<file path="config.mk">
export PLATFORM = sky130hd
export DESIGN_NAME = colptr_top
export DESIGN_NICKNAME = d
export VERILOG_FILES = /design/src/rtl/colptr_pkg.sv /design/src/rtl/colptr_step.sv /design/src/rtl/colptr_rmw.sv /design/src/rtl/colptr_top.sv
export SDC_FILE = /design/constraint.sdc
export NUM_CORES = 1
export LEC_CHECK = 0
export BUFFER_PORTS_ARGS = -buffer_cell sky130_fd_sc_hd__buf_4
export CAP_MARGIN = 40
export CORE_MARGIN = 1.5
export CORE_UTILIZATION = 40
export CTS_CLUSTER_DIAMETER = 120
export CTS_CLUSTER_SIZE = 16
export DETAILED_ROUTE_END_ITERATION = 16
export PLACE_DENSITY = 0.61
export SLEW_MARGIN = 20
export SYNTH_ARGS = -nofsm -noshare
export SYNTH_HDL_FRONTEND = slang
export SYNTH_SLANG_ARGS = --single-unit
</file>
<file path="constraint.sdc">
create_clock -name clk -period 4.2 [get_ports clk]
set_input_delay 0.84 -clock clk [delete_from_list [all_inputs] [get_ports clk]]
set_output_delay 0.84 -clock clk [all_outputs]
set_load 0.01 [all_outputs]
</file>
<file path="src/rtl/colptr_pkg.sv">
package colptr_pkg;
   typedef enum logic [1:0] {
      UPD_HOLD    = 2'd0,
      UPD_RESTORE = 2'd1,
      UPD_LOAD    = 2'd2,
      UPD_STEP    = 2'd3
   } colptr_upd_e;
endpackage

</file>
<file path="src/rtl/colptr_step.sv">
module colptr_step #(
   parameter int AW      = 8,
   parameter int MAX_COL = 131
) (
   input  logic [AW-1:0] cur,
   output logic [AW-1:0] nxt
);
   localparam logic [AW-1:0] LAST = AW'(MAX_COL);
   localparam bit FULL_RANGE = (MAX_COL == (1 << AW) - 1);

   generate
      if (FULL_RANGE) begin : g_natural
         always_comb nxt = cur + AW'(1);
      end else begin : g_compare
         always_comb nxt = (cur >= LAST) ? '0 : cur + AW'(1);
      end
   endgenerate
endmodule

</file>
<file path="src/rtl/colptr_rmw.sv">
module colptr_rmw #(
   parameter int AW = 8
) (
   input  logic          clk,
   input  logic          rst_n,
   input  logic          enter,
   input  logic          leave,
   input  logic          sreset,
   input  logic [AW-1:0] cur_col,
   output logic          active,
   output logic          restore,
   output logic [AW-1:0] saved
);
   logic capture;

   always_comb begin
      restore = leave && active;
      capture = enter && !active && !leave && !sreset;
   end

   always_ff @(posedge clk or negedge rst_n) begin
      if (!rst_n) begin
         active <= 1'b0;
         saved  <= '0;
      end else begin
         if (leave || sreset) active <= 1'b0;
         else if (capture)    active <= 1'b1;
         if (capture) saved <= cur_col;
      end
   end

   p_save_hold_r9: assert property (@(posedge clk) disable iff (!rst_n)
      (active && enter && !leave && !sreset) |=> ($stable(saved) && active));

   p_sreset_off_r11: assert property (@(posedge clk) disable iff (!rst_n)
      sreset |=> !active);
endmodule

</file>
<file path="src/rtl/colptr_top.sv">
module colptr_top
   import colptr_pkg::*;
#(
   parameter int NIB_W   = 4,
   parameter int MAX_COL = 131
) (
   input  logic               clk,
   input  logic               rst_n,
   input  logic               cmd_lo_nib,
   input  logic               cmd_hi_nib,
   input  logic [NIB_W-1:0]   nib_val,
   input  logic               cmd_rmw_enter,
   input  logic               cmd_rmw_exit,
   input  logic               cmd_sreset,
   input  logic               rd_stb,
   input  logic               wr_stb,
   output logic [2*NIB_W-1:0] col_addr
);
   localparam int AW = 2 * NIB_W;

   generate
      if (NIB_W < 1) begin : g_bad_nib
         $error("NIB_W must be at least 1");
      end
      if (MAX_COL < 1 || MAX_COL >= (1 << AW)) begin : g_bad_max
         $error("MAX_COL must fit in the address width");
      end
   endgenerate

   logic          rmw_on, do_restore;
   logic [AW-1:0] saved_col, stepped, loaded, col_q, col_d;
   logic          any_cmd, access;
   colptr_upd_e   upd;

   colptr_step #(.AW(AW), .MAX_COL(MAX_COL)) u_step (
      .cur (col_q),
      .nxt (stepped)
   );

   colptr_rmw #(.AW(AW)) u_rmw (
      .clk     (clk),
      .rst_n   (rst_n),
      .enter   (cmd_rmw_enter),
      .leave   (cmd_rmw_exit),
      .sreset  (cmd_sreset),
      .cur_col (col_q),
      .active  (rmw_on),
      .restore (do_restore),
      .saved   (saved_col)
   );

   always_comb begin
      any_cmd = cmd_lo_nib | cmd_hi_nib | cmd_rmw_enter | cmd_rmw_exit | cmd_sreset;
      access  = wr_stb | (rd_stb & ~rmw_on);
      loaded  = cmd_hi_nib ? {nib_val, col_q[NIB_W-1:0]}
                           : {col_q[AW-1:NIB_W], nib_val};
      if (do_restore)                   upd = UPD_RESTORE;
      else if (cmd_hi_nib | cmd_lo_nib) upd = UPD_LOAD;
      else if (!any_cmd && access)      upd = UPD_STEP;
      else                              upd = UPD_HOLD;
      unique case (upd)
         UPD_RESTORE: col_d = saved_col;
         UPD_LOAD:    col_d = loaded;
         UPD_STEP:    col_d = stepped;
         default:     col_d = col_q;
      endcase
   end

   always_ff @(posedge clk or negedge rst_n) begin
      if (!rst_n) col_q <= '0;
      else        col_q <= col_d;
   end

   assign col_addr = col_q;

   p_lo_keep_r1: assert property (@(posedge clk) disable iff (!rst_n)
      (cmd_lo_nib && !cmd_hi_nib && !do_restore) |=>
      (col_addr[AW-1:NIB_W] == $past(col_addr[AW-1:NIB_W]) &&
       col_addr[NIB_W-1:0] == $past(nib_val)));

   p_hi_keep_r2: assert property (@(posedge clk) disable iff (!rst_n)
      (cmd_hi_nib && !do_restore) |=>
      (col_addr[NIB_W-1:0] == $past(col_addr[NIB_W-1:0]) &&
       col_addr[AW-1:NIB_W] == $past(nib_val)));

   p_wrap_r5: assert property (@(posedge clk) disable iff (!rst_n)
      (!any_cmd && wr_stb && col_addr >= AW'(MAX_COL)) |=> (col_addr == '0));

   p_read_hold_r6: assert property (@(posedge clk) disable iff (!rst_n)
      (rmw_on && rd_stb && !wr_stb && !any_cmd) |=> $stable(col_addr));

   p_exit_restore_r8: assert property (@(posedge clk) disable iff (!rst_n)
      (rmw_on && cmd_rmw_exit) |=> (col_addr == $past(saved_col) && !rmw_on));

   p_cmd_blocks_r12: assert property (@(posedge clk) disable iff (!rst_n)
      ((cmd_rmw_enter || cmd_sreset) && !cmd_lo_nib && !cmd_hi_nib && !cmd_rmw_exit)
      |=> $stable(col_addr));
endmodule

</file>
==> impl_results.md <==
- Slew @ Worst Pin: between 500 and 600 ps
- Die height: 54.4 um
- Worst reg2reg path startpoint: col_addr[2]
- Crit Path Class: input pin to flip-flop
- TritonRoute pass-1 iters: 4
- Layout cells sized above 1: 30.1%
- Number of antenna violations at the first check in global routing: 0
- Sequential power share: 54.0%
- Logic pwr share: 25.8%
- Hold-fix buffers, CTS: 0
- Total grt overflow: 0
- Post-CTS resize count: 0
- Gp weighted congestion: ~0.81
- Effective utilization at floorplan: a little over two fifths
- Register area share after synthesis: 40.3%
- Htree depth: 1
- # IOs: 21
- Fraction of registers with async set/reset: 100%
- RSZ-0062 raised after global routing: no
- Fin crit period: 2080 ps
- Die area: between 2000 and 3000 um2
- Slew Limit Fails: 0
- Via count: approximately 950
- Via count of the first global-routing pass: 908
- Post-route cell area: roughly 1300 um2
- Clock Latency Late Sink: 290 ps
- Arrival @ worst endpoint: between 2000 and 2500 ps
- DR WL/cell: 15.4 um
- Clock skew: 3.53 ps
- Internal power: 0.293 mW
- Placed cell area: roughly 1200 um2
- Cell area after synthesis: around 1100 um2
- Critical Path Start Type: input pin
- CTS buffer count: 3
- Slowest Stage Delay on Critical Path: 460 ps
- GRT Total Usage: 20.1%
- Final cycle utilization of the critical path: 49.4%
- Setup Buffers After CTS: 0
- Hold crit path type: input pin to async pin
- Row count: 18
- TritonCTS clock tree: done
- First DRT Iteration DRCs: 31
- Aggregate routed wire length: 2510 um
- # nets final: 148
- Synth Instances: 111
- Clk slew on worst S/H paths: around 100 ps
- P_sw: 0.138 mW
- Max transition margin: 61.2%
- # clock sinks: 17
- Post-synth top area cell: dfrtp_1
- Worst path slowest cell: o21ai_1
- Synth top area share: 40.3%
- Number of distinct library cells after synthesis: 39
- Port Buffers: 20
- Antenna-violating nets left: 0
- CP most frequent cell: o21ai_0
- Clk buf depth: 2
- Via density: 5.81
- Ys Warns: 0
- Hpwl dp: roughly 1900 um
- Max Freq: 0.482 GHz
- Max_cap viols: 0
- First-pass GRT wire length: 4240 um
- Core Box Area: 2480 um2
- Critical path cell sequence: buf_4 -> nor3_1 -> o21ai_0 -> o21ai_1 -> o2111a_1 -> o21ai_0
- Antenna cells: 0
- Net Sw Frac: 32.0%
- Layout overhead on the synthesized area: 19.9%
- Largest net degree at the start of global routing: 18
- Setup tns final: 0 ps
- Fin. Hold Viols: 0
- Worst Setup SP: cmd_rmw_enter
- CTS root buffer: clkbuf_4
- Crit end category: flip-flop
- Clk pwr share: 20.2%
- # DRC: 0
- Top FF cell, synth: dfrtp_1
- Leak Pwr: 0.525 nW
- Commonest cells in the netlist: 17 x dfrtp_1, 13 x nand2_1, 10 x nor2_1, 8 x mux2_2, 8 x o21ai_0
- EDFF count, synth: 0
- Pwr dens: about 340 nW/um2
- Mapped Avg Cell Area: around 9.5 um2
- Top cells by area, synth: dfrtp_1 40%, mux2_2 8.5%, nand2_1 4.6%
- Maximum vdd drop: about 0.19 mV
- Count leader, synth: dfrtp_1
- # setup viols final: 0
- Synthesized net count: roughly 130
- Status: finished, final reports clean
- Worst endpoint required time: 4380 ps
- Max FO, Critical Path: 7
- Yosys reg bits: 17
- Die width: 54.4 um
## power groups by stage
stage               registers [mW]  logic [mW]  clock network, mW
finish                       0.233       0.111             0.0870
global route                 0.239       0.124             0.0981
CTS                          0.232       0.113             0.0935
detailed placement           0.236       0.112                  0
global placement             0.236       0.110                  0
floorplan                    0.231      0.0646                  0
## logic make-up (layout without fill, tap and decap cells)
family	count (synthesis)	in the layout	share of synthesized area [%]
DFF	17	17	40.3
and+or+nand+nor	44	44	21.2
adders and majority gates	1	1	1.19
buffers and inverters	6	28	2.25
AOI/OAI and AO/OA	30	30	22.1
xor gates and xnor gates	3	3	2.49
muxes	10	10	10.4
## cells in the final DEF (no fill, tap or decap), types with 2 or more instances in the layout
master / synthesis / layout
buf_4: 0 / 21
dfrtp_1: 17 / 17
nand2_1: 13 / 13
nor2_1: 10 / 10
o21ai_0: 8 / 8
mux2_2: 8 / 8
nor3_1: 6 / 6
nand3_1: 5 / 5
nor2b_1: 3 / 3
inv_1: 3 / 3
a21oi_1: 3 / 3
clkbuf_4: 0 / 3
o211ai_1: 2 / 2
o21a_1: 2 / 2
mux2i_1: 2 / 2
a221oi_2: 2 / 2
xor2_1: 2 / 2
## final cells by class
type | count | area (um2)
sequential | 17 | 425
timing repair buffer | 21 | 158
clock inverter | 1 | 5.00
fill | 251 | 1210
inverter | 3 | 11.3
multi-input combinational | 88 | 606
clock buffer | 3 | 22.5
tap | 30 | 37.5
## layer usage
layer  GRT usage (%)  vias to the layer above  share of wire, %
met2            31.7                       30                47
met4            4.58                        0              0.48
met3            6.01                        2               6.7
met1            27.0                      454                46
li1                -                      461                 -
met5               0                        -                 0
## sequential cells by signal, indices dropped and copies added, names as in the netlist
name	flops
col_addr	8
u_rmw.saved	8
u_rmw.active	1
## metrics by stage
stage / total power [mW] / instances / setup WS, ps / hold slack [ps] / utilization (%)
4_1_cts: 0.439 / 163 / 2160 / 389 / 51.1
2_1_floorplan: 0.296 / 111 / 2160 / 446 / -
3_5_place_dp: 0.348 / 159 / 1850 / 481 / 49.9
5_1_grt: 0.461 / 163 / 1910 / 394 / 51.1
6_report: 0.431 / 163 / 2120 / 393 / 51.1
3_3_place_gp: 0.346 / 158 / 1780 / 482 / 49.6
## worst paths after layout
kind | depth (start not counted) | slack (ps) | to
setup reg to reg | 5 | 2170 | col_addr[0]
hold reg to reg | 2 | 500 | col_addr[7]
min in group clk | 2 | 500 | col_addr[7]
hold / removal | 1 | 390 | col_addr[2]
setup / recovery | 6 | 2120 | col_addr[7]
max in group asynchronous | 1 | 3620 | u_rmw.saved[0]
## critical path, delay by kind of cell
family / cells / cell delay [ps]
AOI/OAI and AO/OA: 4 / 1000
and+or+nand+nor: 1 / 290
buffers and inverters: 1 / 120
Note: power is estimated with default switching activity, not from simulation.
